<file path="config.mk">
export PLATFORM = sky130hd
export DESIGN_NAME = wdt_keyed_top
export DESIGN_NICKNAME = d
export VERILOG_FILES = /design/src/rtl/wdt_keyed_pkg.sv /design/src/rtl/wdt_keyed_regs.sv /design/src/rtl/wdt_keyed_count.sv /design/src/rtl/wdt_keyed_action.sv /design/src/rtl/wdt_keyed_top.sv
export SDC_FILE = /design/constraint.sdc
export NUM_CORES = 1
export LEC_CHECK = 0
export ABC_AREA = 1
export BUFFER_PORTS_ARGS = -buffer_cell sky130_fd_sc_hd__buf_2
export CAP_MARGIN = 20
export CELL_PAD_IN_SITES_DETAIL_PLACEMENT = 1
export CELL_PAD_IN_SITES_GLOBAL_PLACEMENT = 2
export CORE_MARGIN = 2
export CORE_UTILIZATION = 29
export CTS_CLUSTER_DIAMETER = 120
export DETAILED_ROUTE_END_ITERATION = 7
export HOLD_SLACK_MARGIN = 0.08
export PLACE_DENSITY_LB_ADDON = 0.25
export SETUP_SLACK_MARGIN = 0.4
export SYNTH_ARGS = -nofsm -noshare
export SYNTH_HDL_FRONTEND = slang
export SYNTH_SLANG_ARGS = --single-unit
</file>
<file path="constraint.sdc">
create_clock -name clk -period 2.01 [get_ports clk]
set_clock_uncertainty 0.05 [all_clocks]
set_input_delay 0.201 -clock clk [delete_from_list [all_inputs] [get_ports clk]]
set_output_delay 0.201 -clock clk [all_outputs]
set_load 0.01 [all_outputs]
</file>
<file path="src/rtl/wdt_keyed_pkg.sv">
package wdt_keyed_pkg;

  localparam logic [7:0] OFS_CTRL   = 8'h00;
  localparam logic [7:0] OFS_LEN    = 8'h04;
  localparam logic [7:0] OFS_KICK   = 8'h08;
  localparam logic [7:0] OFS_STATUS = 8'h0C;
  localparam logic [7:0] OFS_SWR    = 8'h14;

  localparam logic [7:0]  CTRL_KEY = 8'h22;
  localparam logic [4:0]  LEN_KEY  = 5'h08;
  localparam logic [31:0] KICK_KEY = 32'h0000_1971;
  localparam logic [31:0] SWR_KEY  = 32'h0000_1209;

  localparam int unsigned LEN_LSB = 5;

  typedef struct packed {
    logic dual;
    logic irq_mode;
    logic drive;
    logic act_low;
    logic run;
  } ctrl_t;

  function automatic ctrl_t ctrl_from_word(logic [31:0] w);
    ctrl_t c;
    c.run      = w[0];
    c.act_low  = w[1];
    c.drive    = w[2];
    c.irq_mode = w[3];
    c.dual     = w[6];
    return c;
  endfunction

  function automatic logic [31:0] ctrl_to_word(ctrl_t c);
    logic [31:0] w;
    w    = '0;
    w[0] = c.run;
    w[1] = c.act_low;
    w[2] = c.drive;
    w[3] = c.irq_mode;
    w[6] = c.dual;
    return w;
  endfunction

endpackage

</file>
<file path="src/rtl/wdt_keyed_regs.sv">
module wdt_keyed_regs
  import wdt_keyed_pkg::*;
#(
  parameter int unsigned ADDR_W  = 8,
  parameter int unsigned LEN_W   = 11,
  parameter int unsigned LEN_RST = 64
) (
  input  logic              clk,
  input  logic              rst_ni,
  input  logic              bus_wr_i,
  input  logic [ADDR_W-1:0] bus_addr_i,
  input  logic [31:0]       bus_wdata_i,
  input  logic [1:0]        status_i,
  output ctrl_t             ctrl_o,
  output logic [LEN_W-1:0]  len_o,
  output logic              ctrl_we_o,
  output logic              len_we_o,
  output logic              kick_o,
  output logic              swr_o,
  output logic [31:0]       rdata_o
);

  localparam logic [ADDR_W-1:0] A_CTRL   = ADDR_W'(OFS_CTRL);
  localparam logic [ADDR_W-1:0] A_LEN    = ADDR_W'(OFS_LEN);
  localparam logic [ADDR_W-1:0] A_KICK   = ADDR_W'(OFS_KICK);
  localparam logic [ADDR_W-1:0] A_STATUS = ADDR_W'(OFS_STATUS);
  localparam logic [ADDR_W-1:0] A_SWR    = ADDR_W'(OFS_SWR);
  localparam int unsigned PAD_W = 32 - LEN_W - LEN_LSB;

  ctrl_t            ctrl_q;
  logic [LEN_W-1:0] len_q;

  assign ctrl_we_o = bus_wr_i && (bus_addr_i == A_CTRL) && (bus_wdata_i[31:24] == CTRL_KEY);
  assign len_we_o  = bus_wr_i && (bus_addr_i == A_LEN)  && (bus_wdata_i[4:0] == LEN_KEY);
  assign kick_o    = bus_wr_i && (bus_addr_i == A_KICK) && (bus_wdata_i == KICK_KEY);
  assign swr_o     = bus_wr_i && (bus_addr_i == A_SWR)  && (bus_wdata_i == SWR_KEY);

  always_ff @(posedge clk or negedge rst_ni) begin
    if (!rst_ni) begin
      ctrl_q <= '0;
      len_q  <= LEN_W'(LEN_RST);
    end else begin
      if (ctrl_we_o) ctrl_q <= ctrl_from_word(bus_wdata_i);
      if (len_we_o)  len_q  <= bus_wdata_i[LEN_LSB +: LEN_W];
    end
  end

  always_comb begin
    rdata_o = '0;
    case (bus_addr_i)
      A_CTRL:   rdata_o = ctrl_to_word(ctrl_q);
      A_LEN:    rdata_o = {{PAD_W{1'b0}}, len_q, {LEN_LSB{1'b0}}};
      A_STATUS: rdata_o = {30'b0, status_i};
      default:  rdata_o = '0;
    endcase
  end

  assign ctrl_o = ctrl_q;
  assign len_o  = len_q;

endmodule

</file>
<file path="src/rtl/wdt_keyed_count.sv">
module wdt_keyed_count #(
  parameter int unsigned LEN_W      = 11,
  parameter int unsigned TICK_SHIFT = 9,
  parameter int unsigned CNT_W      = LEN_W + TICK_SHIFT,
  parameter int unsigned LEN_RST    = 64
) (
  input  logic             clk,
  input  logic             rst_ni,
  input  logic             tick_i,
  input  logic             run_i,
  input  logic             kick_i,
  input  logic [LEN_W-1:0] len_i,
  output logic [CNT_W-1:0] cnt_o,
  output logic             expire_o
);

  function automatic logic [CNT_W-1:0] reload_ticks(logic [LEN_W-1:0] units);
    return {units, {TICK_SHIFT{1'b0}}};
  endfunction

  logic [CNT_W-1:0] cnt_q;
  logic             step;

  assign step     = run_i && tick_i && !kick_i;
  assign expire_o = step && (cnt_q <= CNT_W'(1));

  always_ff @(posedge clk or negedge rst_ni) begin
    if (!rst_ni) begin
      cnt_q <= reload_ticks(LEN_W'(LEN_RST));
    end else if (kick_i) begin
      cnt_q <= reload_ticks(len_i);
    end else if (expire_o) begin
      cnt_q <= reload_ticks(len_i);
    end else if (step) begin
      cnt_q <= cnt_q - CNT_W'(1);
    end
  end

  assign cnt_o = cnt_q;

endmodule

</file>
<file path="src/rtl/wdt_keyed_action.sv">
module wdt_keyed_action
  import wdt_keyed_pkg::*;
#(
  parameter int unsigned RST_CYCLES = 16,
  parameter int unsigned PULSE_W    = $clog2(RST_CYCLES + 1)
) (
  input  logic       clk,
  input  logic       rst_ni,
  input  logic       expire_i,
  input  logic       swr_i,
  input  logic       kick_i,
  input  ctrl_t      ctrl_i,
  output logic       trig_timeout_o,
  output logic       pulse_o,
  output logic       irq_o,
  output logic [1:0] status_o
);

  logic [PULSE_W-1:0] pulse_q;
  logic               irq_q;
  logic [1:0]         status_q;
  logic               fire;

  assign trig_timeout_o = expire_i && (!ctrl_i.irq_mode || (ctrl_i.dual && irq_q));
  assign fire           = trig_timeout_o || swr_i;

  always_ff @(posedge clk or negedge rst_ni) begin
    if (!rst_ni) begin
      pulse_q  <= '0;
      irq_q    <= 1'b0;
      status_q <= '0;
    end else begin
      if (fire)               pulse_q <= PULSE_W'(RST_CYCLES);
      else if (pulse_q != '0) pulse_q <= pulse_q - PULSE_W'(1);

      if (kick_i)                             irq_q <= 1'b0;
      else if (expire_i && ctrl_i.irq_mode)   irq_q <= 1'b1;

      if (trig_timeout_o) status_q[0] <= 1'b1;
      if (swr_i)          status_q[1] <= 1'b1;
    end
  end

  assign pulse_o  = (pulse_q != '0);
  assign irq_o    = irq_q;
  assign status_o = status_q;

endmodule

</file>
<file path="src/rtl/wdt_keyed_top.sv">
module wdt_keyed_top
  import wdt_keyed_pkg::*;
#(
  parameter int unsigned ADDR_W     = 8,
  parameter int unsigned LEN_W      = 11,
  parameter int unsigned TICK_SHIFT = 9,
  parameter int unsigned RST_CYCLES = 16,
  parameter int unsigned LEN_RST    = 64
) (
  input  logic              clk,
  input  logic              rst_ni,
  input  logic              tick_i,
  input  logic              bus_wr_i,
  input  logic [ADDR_W-1:0] bus_addr_i,
  input  logic [31:0]       bus_wdata_i,
  output logic [31:0]       bus_rdata_o,
  output logic              wdt_rst_o,
  output logic              wdt_irq_o
);

  localparam int unsigned CNT_W = LEN_W + TICK_SHIFT;

  ctrl_t            ctrl;
  logic [LEN_W-1:0] len;
  logic [CNT_W-1:0] cnt;
  logic             ctrl_we, len_we, kick_we, swr_we;
  logic             expire_evt, trig_timeout, pulse_active;
  logic [1:0]       status;

  wdt_keyed_regs #(
    .ADDR_W (ADDR_W),
    .LEN_W  (LEN_W),
    .LEN_RST(LEN_RST)
  ) u_regs (
    .clk        (clk),
    .rst_ni     (rst_ni),
    .bus_wr_i   (bus_wr_i),
    .bus_addr_i (bus_addr_i),
    .bus_wdata_i(bus_wdata_i),
    .status_i   (status),
    .ctrl_o     (ctrl),
    .len_o      (len),
    .ctrl_we_o  (ctrl_we),
    .len_we_o   (len_we),
    .kick_o     (kick_we),
    .swr_o      (swr_we),
    .rdata_o    (bus_rdata_o)
  );

  wdt_keyed_count #(
    .LEN_W     (LEN_W),
    .TICK_SHIFT(TICK_SHIFT),
    .CNT_W     (CNT_W),
    .LEN_RST   (LEN_RST)
  ) u_count (
    .clk     (clk),
    .rst_ni  (rst_ni),
    .tick_i  (tick_i),
    .run_i   (ctrl.run),
    .kick_i  (kick_we),
    .len_i   (len),
    .cnt_o   (cnt),
    .expire_o(expire_evt)
  );

  wdt_keyed_action #(
    .RST_CYCLES(RST_CYCLES)
  ) u_action (
    .clk           (clk),
    .rst_ni        (rst_ni),
    .expire_i      (expire_evt),
    .swr_i         (swr_we),
    .kick_i        (kick_we),
    .ctrl_i        (ctrl),
    .trig_timeout_o(trig_timeout),
    .pulse_o       (pulse_active),
    .irq_o         (wdt_irq_o),
    .status_o      (status)
  );

  assign wdt_rst_o = (pulse_active & ctrl.drive) ^ ctrl.act_low;

endmodule

</file>
Word level (Yosys, flattened, before mapping)
Cells that the tools add are included.
{ "word_totals": {"regBits": 44, "in_bits": 44, "output_inout_bits": 34, "wordCells": 55} }
{ "classes": {"add_sub_neg": 2, "order_cmp": 1, "eq_ne": 8, "n_mux": 8, "bitwise": 2, "n_reduce_logical": 23} }
{ "op_table": {"columns": ["cell", "count"], "rows": [
  ["32-bit by 13-bit == test with 1-bit output (second input constant)", 2],
  ["20-bit two-way mux", 3],
  ["16-bit one-hot mux with 3 select lines", 1],
  ["20-bit by 1-bit less-or-equal comparator with 1-bit output (second input constant)", 1],
  ["20-bit by 1-bit subtractor with 20-bit output (second input constant)", 1],
  ["8-bit by 4-bit == test with 1-bit output (second input constant)", 2],
  ["1-bit logical AND", 14],
  ["5-bit two-way mux", 2],
  ["8-bit by 3-bit == test with 1-bit output (second input constant)", 1],
  ["8-bit by 5-bit == test with 1-bit output (second input constant)", 1],
  ["8-bit by 6-bit == test with 1-bit output (second input constant)", 1],
  ["8-bit zero test", 1],
  ["5-bit by 4-bit == test with 1-bit output (second input constant)", 1],
  ["5-bit nonzero test", 1],
  ["5-bit by 1-bit subtractor with 5-bit output (second input constant)", 1],
  ["2-bit nonzero test", 2],
  ["3-bit nonzero test", 1],
  ["1-bit zero test", 2],
  ["1-bit logical OR", 2],
  ["1-bit two-way mux", 2],
  ["1-bit AND", 1],
  ["1-bit bitwise XOR", 1]
]} }

Longest topological paths before layout
Gate-level depths: netlist of run 1.
{ "logic_depth": {"ltp_word": 9, "mapped_depth": 11, "mapped_depth_nobuf": 11} }

Modules after synthesis
Synthesis of run 1 repeated with hierarchy kept, for this count alone.
{ "hier_totals": {"cells_unflattened": 498, "hier_area_um2": 3198.1} }
{ "modules_own_cells": {"columns": ["module", "instances", "cells_per_inst", "area_each_um2", "seq_area_each_um2"], "rows": [
  ["wdt_keyed_count", 1, 231, 1450.1, 501.7],
  ["wdt_keyed_regs", 1, 215, 1328.8, 401.6],
  ["wdt_keyed_action", 1, 47, 399.1, 200.2],
  ["wdt_keyed_top", 1, 5, 20.0, 0.0]
]} }

Worst setup path after synthesis of run 1
OpenSTA, ideal clock, no wires.
{ "synth_timing": {"path_type": "reg-to-reg", "startpoint": "register u_count.cnt_q[0], in the netlist u_count.cnt_o[0]", "endpoint": "register u_count.cnt_q[18], in the netlist u_count.cnt_o[18]", "setup_time_ns": 0.125, "t_arrival_ns": 1.436, "required_time_ns": 1.835, "path_slack_ns": 0.399, "stages_incl_launch_ff": 11, "path_buffers": 0, "period_less_slack_ns": 1.611, "cell_sequence": "dfrtp_1 inv_1 ha_1 nand2_1 inv_1 nand2_1 nor2_1 nand3_1 xnor2_1 nand2_1 nand3_1"} }
{ "synth_via": {"elab_chain_len": 4, "word_cells_on_any_way": 7, "cone_classes": "add/sub: 1; order compare: 1; mux: 3; reduce/logical: 2"} }
{ "synth_lines": {"columns": ["element", "line", "rtl"], "rows": [
  ["start: declaration", "wdt_keyed_count.sv:21", "logic [CNT_W-1:0] cnt_q;"],
  ["start signal: assignment", "wdt_keyed_count.sv:29", "cnt_q <= reload_ticks(LEN_W'(LEN_RST));"],
  ["start signal: assignment", "wdt_keyed_count.sv:31", "cnt_q <= reload_ticks(len_i);"],
  ["start signal: assignment", "wdt_keyed_count.sv:33", "cnt_q <= reload_ticks(len_i);"],
  ["20-bit by 1-bit subtractor with 20-bit output / 20-bit by 1-bit less-or-equal comparator with 1-bit output (equally long branches)", "wdt_keyed_count.sv:35, wdt_keyed_count.sv:25", null],
  ["20-bit two-way mux / 1-bit logical AND (equally long branches)", "wdt_keyed_count.sv:34, wdt_keyed_count.sv:25", null],
  ["20-bit two-way mux", "wdt_keyed_count.sv:32", "end else if (expire_o) begin"],
  ["20-bit two-way mux", "wdt_keyed_count.sv:30", "end else if (kick_i) begin"]
]} }
Parallel ways exist; a longest one is shown, timed or not. The select of a mux whose other input is x is not followed.
A chain may end at the register's enable or synchronous reset.

Worst setup path in the final report of run 1
{ "layout_timing": {"startpoint": "register u_action.pulse_q[0]", "endpoint": "register u_action.pulse_q[4]"} }
{ "layout_via": {"elab_chain_len": 3, "word_cells_on_any_way": 5, "cone_classes": "add/sub: 1; mux: 2; reduce/logical: 2"} }
{ "layout_lines": {"columns": ["element", "line", "rtl"], "rows": [
  ["start: declaration", "wdt_keyed_action.sv:19", "logic [PULSE_W-1:0] pulse_q;"],
  ["start signal: assignment", "wdt_keyed_action.sv:33", "if (fire) pulse_q <= PULSE_W'(RST_CYCLES);"],
  ["start signal: assignment", "wdt_keyed_action.sv:34", "else if (pulse_q != '0) pulse_q <= pulse_q - PULSE_W'(1);"],
  ["5-bit by 1-bit subtractor with 5-bit output", "wdt_keyed_action.sv:34", null],
  ["5-bit two-way mux", "wdt_keyed_action.sv:34", null],
  ["5-bit two-way mux", "wdt_keyed_action.sv:33", null]
]} }
Parallel ways exist; a longest one is shown, timed or not. The select of a mux whose other input is x is not followed.

==> reports/qor.yml, run 1 <==
die_h_microns: 107.6
mostFrequentLayoutCell: "nand2_1"
required_ns: 2.20
postRouteAntennaNets: 0
period_needed_ns: 1.745
clock_path_buffers: 2
antenna_found_initial: 0
synth_edf_count: 0
slew_violations: 0
period_share_pct: 86.84
place_congestion: 0.8233
port_buffers: 60
cts-root-buf: "clkbuf_8"
fp.dieW_microns: 107.6
synthesis.area_sq_mm: 0.003112
finalNetCount: 631
min_path_cells: 3
cts-htree-levels: 2
drive_gt1_share_pct: 35.62
cts_tree: "yes"
regArea_sq_mm: 0.001110
mostFrequentLayoutCells: "nand2_1 (93), inv_1 (60), buf_2 (60)"
yosysSeqAreaShare_pct: 35.46
grt_max_degree: 23
dp.final_hpwl_microns: 7862
grtUsageTotal_pct: 18.52
diodes: 0
drc: 0
multi_input_area_sq_mm: 0.001924
fillCellCount: 1343
reg2reg_depth: 10
core_sq_mm: 0.01037
drt_iter0_markers: 85
crit_type: "register to register"
finalSetupTns_ns: 0
worstPathArrival_ns: 1.94
syn_inst: 464
start_util_pct: 30.01
powerDensity_mw_per_mm2: 378.1
async_reset_ff_share_pct: 100.0
avgSynthCellArea_sq_um: 6.706
drt_wl_total_microns: 10960
die_area_sq_mm: 0.01157
drt_first_pass_iters: 6
hold_viol: 0
clk_pin_slew_ns: 0.09
synthFlopType: "dfrtp_1"
grt-ovfl-total: 0
grt_pass1_wl_microns: 16820
rrSetupSlack_ns: 0.26
cts_buffers: 5
wire_per_inst_microns: 15.22
setup_viol: 0
critPathLaunchType: "register"
worstReg2RegStart: "u_action.pulse_q[0]$_DFFE_PN0P_"
io-pin-count: 78
yosysWarnings: 0
leakagePower_uw: 0.002215
vias_per_cell: 4.615
synthDistinctLibCells: 35
cp_max_fo: 2
clock_latency_ns: 0.31
grt_pass1_vias: 3410
whs_ns: 0.1152
syn_to_final_growth_pct: 39.85
rsz0062_at_grt: "true"
end_kind: "register"
outcome: "finished clean"
clock-sinks: 44
hold_path.class: "primary input to register"
ys_ff_latch: 44
vias: 3323
rows: 37
vdd_drop_max_mv: 0.2479
regToRegEndpoint: "u_action.pulse_q[4]$_DFFE_PN0P_"
max_freq_ghz: 0.5729
whs_endpoint: "u_regs.len_o[10]$_DFFE_PN0P_"
cap_violations: 0
hold_start: "bus_wdata_i[15]"
-- how the worst max path moves through the flow --
stage                                    start                         endpoint  slack [ns]
3_3_place_gp      u_count.cnt_o[0]$_DFFE_PN0P_    u_count.cnt_o[18]$_DFFE_PN0P_        0.16
6_report       u_action.pulse_q[0]$_DFFE_PN0P_  u_action.pulse_q[4]$_DFFE_PN0P_        0.26
3_5_place_dp      u_count.cnt_o[0]$_DFFE_PN0P_    u_count.cnt_o[18]$_DFFE_PN0P_        0.14
5_1_grt           u_count.cnt_o[3]$_DFFE_PN0P_     u_count.cnt_o[9]$_DFFE_PN0P_        0.21
4_1_cts        u_action.pulse_q[0]$_DFFE_PN0P_                        wdt_rst_o        0.34
2_1_floorplan     u_count.cnt_o[0]$_DFFE_PN0P_    u_count.cnt_o[18]$_DFFE_PN0P_        0.41
-- stage by stage --
stage	utilization [%]	power [uW]	cell area (sq um)	cells	setup slack [ns]
detailed placement	34.30	1048	3557	663	0.1435
global placement	34.30	1045	3557	663	0.1588
floorplan	-	982.5	3174	480	0.4116
finish	41.96	1645	4352	720	0.2646
CTS	38.37	1659	3979	699	0.3411
global route	41.96	1714	4352	720	0.2089
-- area by class of cell --
| type | instances | share of cell area (%) |
|---|---|---|
| clock buffer | 6 | 1.898 |
| multi-input combinational | 343 | 44.22 |
| tap | 136 | 3.910 |
| clock inverter | 2 | 0.2300 |
| timing repair inverter | 1 | 0.1725 |
| sequential | 44 | 25.50 |
| timing repair buffer | 117 | 17.65 |
| inverter | 71 | 6.412 |
-- Yosys cell counts (2+ instances only) --
cell | count | area (sq um)
a21oi_1 | 6 | 30.03
buf_4 | 17 | 127.6
clkbuf_1 | 3 | 11.26
dfrtp_1 | 42 | 1051
dfstp_2 | 2 | 52.55
ha_1 | 4 | 50.05
inv_1 | 69 | 259.0
nand2_1 | 108 | 405.4
nand2_2 | 3 | 18.77
nand3_1 | 50 | 250.2
nand3b_1 | 2 | 15.01
nand4_1 | 14 | 87.58
nor2_1 | 74 | 277.8
nor2_2 | 7 | 43.79
nor3_1 | 6 | 30.03
nor4_1 | 4 | 25.02
o21ai_0 | 21 | 105.1
xnor2_1 | 7 | 61.31
xor2_1 | 9 | 78.83
-- kinds of logic after synthesis --
family                   synth area share [%]
other                                  0.1205
AO/OA/AOI/OAI                           5.991
adder cells (fa/ha/maj)                 1.608
XOR/XNOR                                4.504
flip-flops                              35.46
buffers and inverters                   13.55
multiplexers                           0.3217
AND/OR/NAND/NOR                         38.44
-- sequential cells by signal, summed over array words and instances, names as in the netlist --
name / count
u_action.irq_o: 1
u_action.pulse_q: 5
u_action.status_o: 2
u_count.cnt_o: 20
u_regs.ctrl_o: 5
u_regs.len_o: 11
-- worst max-delay path: stages (launching register included) --
cell     delay (ns)
dfrtp_1        0.41
inv_2          0.09
buf_4          0.10
buf_4          0.09
buf_4          0.09
buf_4          0.10
buf_6          0.10
ha_4           0.13
nand2_1        0.09
or3_1          0.34
nand4_1        0.08
-- what timing repair did --
action                                 4_1_cts  5_1_grt
setup endpoints to repair                   36       33
resized for setup                           42       59
hold buffers                                 1        0
gates cloned                                 1        0
endpoints found under the hold margin       14        0
buffers inserted                            26       21
pin swaps                                   12       35
-- power by group --
part / leakage (uW) / internal, uW / switching, uW
clock: 0.0000510 / 275 / 337
combinational: 0.00160 / 51.0 / 95.9
sequential: 0.000568 / 885 / 0.788
total: 0.00222 / 1210 / 434
-- metal layers --
layer	vias to the layer above	part of all wire, %	GRT usage [%]
met5	-	0	0
met2	70	51	32.70
met3	8	2.7	1.695
met4	0	1.2	4.945
met1	1578	45	24.13
li1	1667	-	-
(Power assumes the default switching activity.)
==> inputs of run 2 (changes only) <==
--- a/config.mk
+++ b/config.mk
@@ -16,6 +16,7 @@
 export DETAILED_ROUTE_END_ITERATION = 7
 export HOLD_SLACK_MARGIN = 0.08
 export PLACE_DENSITY_LB_ADDON = 0.25
+export RECOVER_POWER = 50
 export SETUP_SLACK_MARGIN = 0.4
 export SYNTH_ARGS = -nofsm -noshare
 export SYNTH_HDL_FRONTEND = slang
==> run 2 against run 1 <==
Critical path depth is the same. First-iteration DRC count increased by 4.7%. Sequential cell count did not move. Worst setup slack lost 0.0023 ns. Design area decreased by 0.37%. Power is 0.18% lower. Clock power about the same. Combinational power barely moved. Clock-buffer cell count stayed put. Via count grew 0.78%. Non-clock buffer count unchanged.
==> reports/qor.yml, run 2 (synthesized netlist as in run 1, its figures left out) <==
grtUsageMet2_pct: 32.70  # unchanged
end_kind: "register"
postRouteAntennaNets: 0  # unchanged
whs_ns: 0.1147  # -0.0005320 ns
worstPathArrival_ns: 1.94  # about the same
clk_pin_slew_ns: 0.09  # about the same
rsz0062_at_grt: "true"
vias_per_cell: 4.651  # +0.78%
dp.final_hpwl_microns: 7862  # unchanged
max_freq_ghz: 0.5722  # -0.13%
cts_tree: "yes"
wire_per_inst_microns: 15.24  # about the same
dp_slack_ns: 0.1435  # unchanged
setup_viol: 0  # unchanged
clock-sinks: 44  # unchanged
postLayoutCoreUtil_pct: 41.81  # -0.16 points
cts_buffers: 5  # unchanged
required_ns: 2.20  # about the same
relSlewSlack_pct: 31.70
start_util_pct: 30.01  # unchanged
cp_cell_sequence: "inv_2 -> buf_4 -> buf_4 -> buf_4 -> buf_4 -> buf_6 -> ha_4 -> nand2_1 -> or3_1 -> nand4_1"
grt_max_degree: 23  # unchanged
grt_pass1_wl_microns: 16820  # unchanged
syn_to_final_growth_pct: 39.32
fin_area_sq_mm: 0.004335  # -0.37%
drt_wl_total_microns: 10970  # about the same
io-pin-count: 78  # unchanged
drt_iter0_markers: 89  # +4.7%
use_met3_pct: 1.695  # unchanged
rows: 37  # unchanged
grt-busiest-layer: "met2"
cpMostUsedCell: "buf_4"
hold_viol: 0  # unchanged
mostFrequentLayoutCell: "nand2_1"
diodes: 0  # unchanged
grt_pass1_vias: 3410  # unchanged
finalNetCount: 631  # unchanged
crit_slowest_cell: "dfrtp_1"
worstMarginPinSlew_ns: 1.024
crit_type: "register to register"
cap_violations: 0  # unchanged
die_h_microns: 107.6  # unchanged
worstReg2RegStart: "u_action.pulse_q[0]$_DFFE_PN0P_"
fillCellCount: 1344  # +0.074%
core_sq_mm: 0.01037  # unchanged
cts-root-buf: "clkbuf_8"
gr-usage-met1_pct: 24.13  # unchanged
fp.dieW_microns: 107.6  # unchanged
crit_path_max_incr_delay_ns: 0.41  # about the same
startpoint: "u_action.pulse_q[0]$_DFFE_PN0P_"
vdd_drop_max_mv: 0.2473  # -0.24%
hold_start: "bus_wdata_i[3]"
period_share_pct: 86.95  # +0.11 points
place_congestion: 0.8233  # unchanged
finalSetupTns_ns: 0  # unchanged
rrSetupSlack_ns: 0.26  # about the same
clock_latency_ns: 0.31  # about the same
antenna_found_initial: 0  # unchanged
largest_reg_flops: 20  # unchanged
grtUsageTotal_pct: 18.52  # unchanged
place_area_sq_mm: 0.003557  # unchanged
fin_ws_ns: 0.2623  # -0.002283 ns
outcome: "finished clean"
clock_path_buffers: 2  # unchanged
cp_max_fo: 2  # unchanged
port_buffers: 60  # unchanged
drive_gt1_share_pct: 34.76  # -0.86 points
leakagePower_uw: 0.002204  # -0.50%
hold_path.class: "primary input to register"
die_area_sq_mm: 0.01157  # unchanged
drc: 0  # unchanged
period_needed_ns: 1.748  # +0.002283 ns
vias: 3349  # +0.78%
powerDensity_mw_per_mm2: 378.8  # +0.19%
cts-htree-levels: 2  # unchanged
critPathLaunchType: "register"
grt-ovfl-total: 0  # unchanged
drt_first_pass_iters: 6  # unchanged
mostFrequentLayoutCells: "nand2_1 (93), inv_1 (60), nor2_1 (59)"
slew_violations: 0  # unchanged
[run 2: cell types whose count changed in the layout (fill, tap and decap cells not counted), sizes merged]
cell / before / now
buf: 116 / 111
clkbuf: 6 / 11
[run 2: layout make-up]
cell class | instances | area (sq um) | share of cell area (%)
timing repair inverter | 1 | 7.507 | 0.1732
clock inverter | 2 | 10.01 | 0.2309
inverter | 71 | 279.0 | 6.436
timing repair buffer | 117 | 757.0 | 17.46
clock buffer | 6 | 82.58 | 1.905
multi-input combinational | 343 | 1919 | 44.27
tap | 136 | 170.2 | 3.925
sequential | 44 | 1110 | 25.60
[run 2: final timing paths]
check,end,cells past startpoint
max reg2reg,u_action.pulse_q[4]$_DFFE_PN0P_,10
max,u_action.pulse_q[4]$_DFFE_PN0P_,10
max in group asynchronous,u_regs.len_o[6]$_DFFE_PN1P_,3
min,u_regs.ctrl_o[3]$_DFFE_PN0P_,3
min in group asynchronous,u_count.cnt_o[8]$_DFFE_PN0P_,2
min reg2reg,u_action.status_o[1]$_DFFE_PN0P_,2
[run 2: worst max-delay path: cells and delay by family, from the launching register on]
family | cells | cell delay, ns
adders and majority gates | 1 | 0.13
buffers and inverters | 6 | 0.57
DFF | 1 | 0.41
and+or+nand+nor | 3 | 0.50
[run 2: what timing repair did]
action                                  4_1_cts  5_1_grt
endpoints found under the hold margin        14        0
setup buffers                                26       21
gates cloned                                  1        0
hold buffers                                  1        0
endpoints found under the setup margin       36       33
pin swaps                                    12       35
gates resized for setup                      42       59
[run 2: where the power goes]
part,switching [uW],internal (uW)
combinational,95.2,49.3
clock,337,275
sequential,0.789,885
total,433,1210
[run 2: stage by stage]
step	power, uW	instances
2_1_floorplan	982.5	480
3_3_place_gp	1045	663
3_5_place_dp	1048	663
4_1_cts	1659	699
5_1_grt	1712	720
6_report	1642	720
[run 2: metal layers]
| metal | vias up | share of wire [%] |
|---|---|---|
| met3 | 8 | 2.9 |
| met1 | 1603 | 45 |
| li1 | 1665 | - |
| met4 | 0 | 1.2 |
| met5 | - | 0 |
| met2 | 73 | 51 |
==> inputs of run 3 (changes only) <==
--- a/config.mk
+++ b/config.mk
@@ -5,13 +5,13 @@
 export SDC_FILE = /design/constraint.sdc
 export NUM_CORES = 1
 export LEC_CHECK = 0
-export ABC_AREA = 1
+export ABC_AREA = 0
 export BUFFER_PORTS_ARGS = -buffer_cell sky130_fd_sc_hd__buf_2
 export CAP_MARGIN = 20
 export CELL_PAD_IN_SITES_DETAIL_PLACEMENT = 1
 export CELL_PAD_IN_SITES_GLOBAL_PLACEMENT = 2
 export CORE_MARGIN = 2
-export CORE_UTILIZATION = 29
+export CORE_UTILIZATION = 31
 export CTS_CLUSTER_DIAMETER = 120
 export DETAILED_ROUTE_END_ITERATION = 7
 export HOLD_SLACK_MARGIN = 0.08
==> run 3 against run 2 <==
The flow now finishes with violations (negative setup slack). Fmax is 24% lower. First-iteration DRC count decreased by 55%. Clock power grew 12%. Die area fell by 23%. Power increased by 33%. Sequential cell count stayed put. Core utilization rose by 4.2 points. Non-clock buffer count shrank 9. Clock-buffer cell count is 1 lower. Worst hold slack lost 0.026 ns. Critical path type unchanged.
==> reports/qor.yml, run 3 <==
finalSetupTns_ns: -6.277  # -6.277 ns
yosysSeqAreaShare_pct: 43.36  # +7.9 points
antenna_found_initial: 0  # unchanged
core_sq_mm: 0.008093  # -22%
syn_to_final_growth_pct: 46.17
min_path_cells: 2  # -1
dp_slack_ns: -0.3140  # -0.4575 ns
violations: "negative setup slack"
fp.dieW_microns: 94.61  # -12%
cts_buffers: 5  # unchanged
placed_cells: 450  # -32%
vdd_drop_max_mv: 0.2473  # about the same
grt_pass1_wl_microns: 12000  # -29%
worstPathArrival_ns: 2.44  # +0.50 ns
drc: 0  # unchanged
required_ns: 2.14  # -0.06 ns
largest_reg_flops: 20  # unchanged
gr-usage-met1_pct: 23.36  # -0.77 points
start_util_pct: 31.45  # +1.4 points
clock_latency_ns: 0.31  # about the same
end_kind: "register"
rsz0062_at_grt: "true"
synthFlopType: "dfrtp_1"
finalNetCount: 414  # -34%
crit_path_max_incr_delay_ns: 0.53  # +0.12 ns
syn_inst: 258  # -44%
yosysTopAreaCell: "dfrtp_1"
drt_first_pass_iters: 4  # -2
synth-adder-area-share_pct: 1.967  # +0.36 points
clock-sinks: 44  # unchanged
grtUsageTotal_pct: 17.42  # -1.1 points
synth_xor_area_share_pct: 6.539  # +2.0 points
port_buffers: 60  # unchanged
layout.cells.non_filler: 472  # -34%
max_freq_ghz: 0.4329  # -24%
crit_type: "register to register"
synth_most_common_cell: "dfrtp_1"
fin_area_sq_mm: 0.003720  # -14%
powerDensity_mw_per_mm2: 588.2  # +55%
postLayoutCoreUtil_pct: 45.96  # +4.2 points
vias_per_cell: 4.864  # +4.6%
worstReg2RegStart: "u_count.cnt_o[11]$_DFFE_PN0P_"
rows: 33  # -11%
io-pin-count: 78  # unchanged
synth_top_area_share_pct: 41.30  # +7.5 points
period_share_pct: 114.9  # +28 points
grt_max_degree: 24  # +4.3%
cp_max_fo: 5  # +3
leakagePower_uw: 0.001789  # -19%
slew_violations: 0  # unchanged
synth_compound_area_share_pct: 8.014  # +2.0 points
worst-path-buf-inv: 0  # -6
die_h_microns: 94.61  # -12%
fin_ws_ns: -0.2998  # -0.5621 ns
cpMostUsedCell: "or4_4"
place_area_sq_mm: 0.003206  # -9.9%
yosys-top-cells-count: "dfrtp_1 (42), nor2_1 (25), mux2_2 (18)"
drive_gt1_share_pct: 49.32  # +15 points
mostFrequentLayoutCell: "buf_2"
synthMuxAreaShare_pct: 8.358  # +8.0 points
rrSetupSlack_ns: -0.30  # -0.56 ns
grt-busiest-layer: "met2"
wire_per_inst_microns: 15.21  # -0.20%
worstMarginPinSlew_ns: 1.323  # +0.2987 ns
setup_viol: 27  # +27
relSlewSlack_pct: 11.79  # -20 points
async_reset_ff_share_pct: 100.0  # unchanged
dp.final_hpwl_microns: 5381  # -32%
ys_ff_latch: 44  # unchanged
mostFrequentLayoutCells: "buf_2 (44), dfrtp_1 (42), buf_4 (37)"
diodes: 0  # unchanged
critPathTopFamily: "simple AND/OR/NAND/NOR gates"
grtUsageMet2_pct: 28.55  # -4.2 points
drt_iter0_markers: 40  # -55%
postRouteAntennaNets: 0  # unchanged
cts_tree: "yes"
die_area_sq_mm: 0.008950  # -23%
synthesis.area_sq_mm: 0.002545  # -18%
cap_violations: 0  # unchanged
whs_endpoint: "u_regs.len_o[2]$_DFFE_PN0P_"
synth_top_family_by_area: "simple AND/OR/NAND/NOR gates"
cts-htree-levels: 2  # unchanged
place_congestion: 0.7957  # -3.4%
critPathLaunchType: "register"
use_met3_pct: 3.033  # +1.3 points
cp_cell_sequence: "or4_4 -> or4_4 -> or3_4 -> o31ai_4 -> nor2_1"
vias: 2296  # -31%
regToRegEndpoint: "u_action.pulse_q[0]$_DFFE_PN0P_"
grt_pass1_vias: 2426  # -29%
drt_wl_total_microns: 7177  # -35%
period_needed_ns: 2.310  # +0.5621 ns
clk_pin_slew_ns: 0.09  # about the same
cts-root-buf: "clkbuf_8"
crit_slowest_cell: "or4_4"
fillCellCount: 963  # -28%
synthDistinctLibCells: 43  # +23%
grt-ovfl-total: 0  # unchanged
clock_path_buffers: 2  # unchanged
hold_viol: 0  # unchanged
synth-simple-area-share_pct: 24.53  # -14 points
hold_start: "bus_wdata_i[7]"
yosys-top-cells-area: "dfrtp_1 (41%), mux2_2 (8.0%), xnor2_1 (5.5%), buf_4 (5.0%), nor2_1 (3.7%)"
synth_edf_count: 0  # unchanged
reg2reg_depth: 5  # -5
outcome: "complete, but fails checks"
avgSynthCellArea_sq_um: 9.864  # +47%
hold_path.class: "primary input to register"
yosysWarnings: 0  # unchanged
==> run 3: per-layer routing <==
layer | routed length, microns | vias to the layer above | share of wire (%)
li1 | - | 1098 | -
met1 | 3218 | 1137 | 45
met5 | 0 | - | 0
met3 | 258 | 9 | 3.6
met2 | 3550 | 52 | 49
met4 | 150 | 0 | 2.1
==> run 3: worst max-delay path by stage <==
stage	cells after the start	end	start	slack, ns
6_report	5	u_action.pulse_q[0]$_DFFE_PN0P_	u_count.cnt_o[11]$_DFFE_PN0P_	-0.30
5_1_grt	5	u_action.pulse_q[0]$_DFFE_PN0P_	u_count.cnt_o[11]$_DFFE_PN0P_	-0.37
4_1_cts	5	u_action.pulse_q[2]$_DFFE_PN0P_	u_count.cnt_o[11]$_DFFE_PN0P_	-0.32
3_5_place_dp	5	u_action.pulse_q[2]$_DFFE_PN0P_	u_count.cnt_o[11]$_DFFE_PN0P_	-0.31
3_3_place_gp	5	u_action.pulse_q[2]$_DFFE_PN0P_	u_count.cnt_o[11]$_DFFE_PN0P_	-0.24
2_1_floorplan	6	u_count.cnt_o[17]$_DFFE_PN0P_	u_count.cnt_o[11]$_DFFE_PN0P_	-0.24
==> run 3: layout make-up <==
type	instances	area, sq um	share of cell area (%)
Clock buffer	5	68.82	1.850
Clock inverter	3	42.54	1.144
Inverter	6	22.52	0.6054
Multi-Input combinational cell	201	1551	41.71
Sequential cell	44	1104	29.67
Tap cell	105	131.4	3.532
Timing Repair Buffer	108	799.5	21.49
==> run 3: stage by stage <==
stage / hold slack (ns) / total power (uW)
floorplan: -0.1446 / 1237
global placement: 0.1819 / 1352
detailed placement: 0.1866 / 1364
CTS: 0.08210 / 2178
global route: 0.08726 / 2338
finish: 0.08850 / 2188
==> run 3: kinds of logic (layout without fill, tap and decap cells) <==
| logic type | count (synthesis) | after routing |
|---|---|---|
| compound gates | 32 | 32 |
| buf+inv | 29 | 122 |
| simple gates | 110 | 110 |
| flops | 44 | 44 |
| other cells | 1 | 17 |
| xor+xnor | 19 | 19 |
| fa+ha+maj | 4 | 4 |
| mux | 19 | 19 |
==> run 3: timing repair <==
item | 4_1_cts | 5_1_grt
endpoints found under the setup margin | 41 | 46
hold buffers | 2 | 0
endpoints found under the hold margin | 23 | 0
resized for setup | 47 | 27
setup buffers | 10 | 1
gates cloned | 1 | 0
pin swaps | 19 | 7
==> run 3: power by group <==
part | switching, uW | internal [uW]
Combinational | 230 | 268
Sequential | 63.0 | 941
Clock | 318 | 368
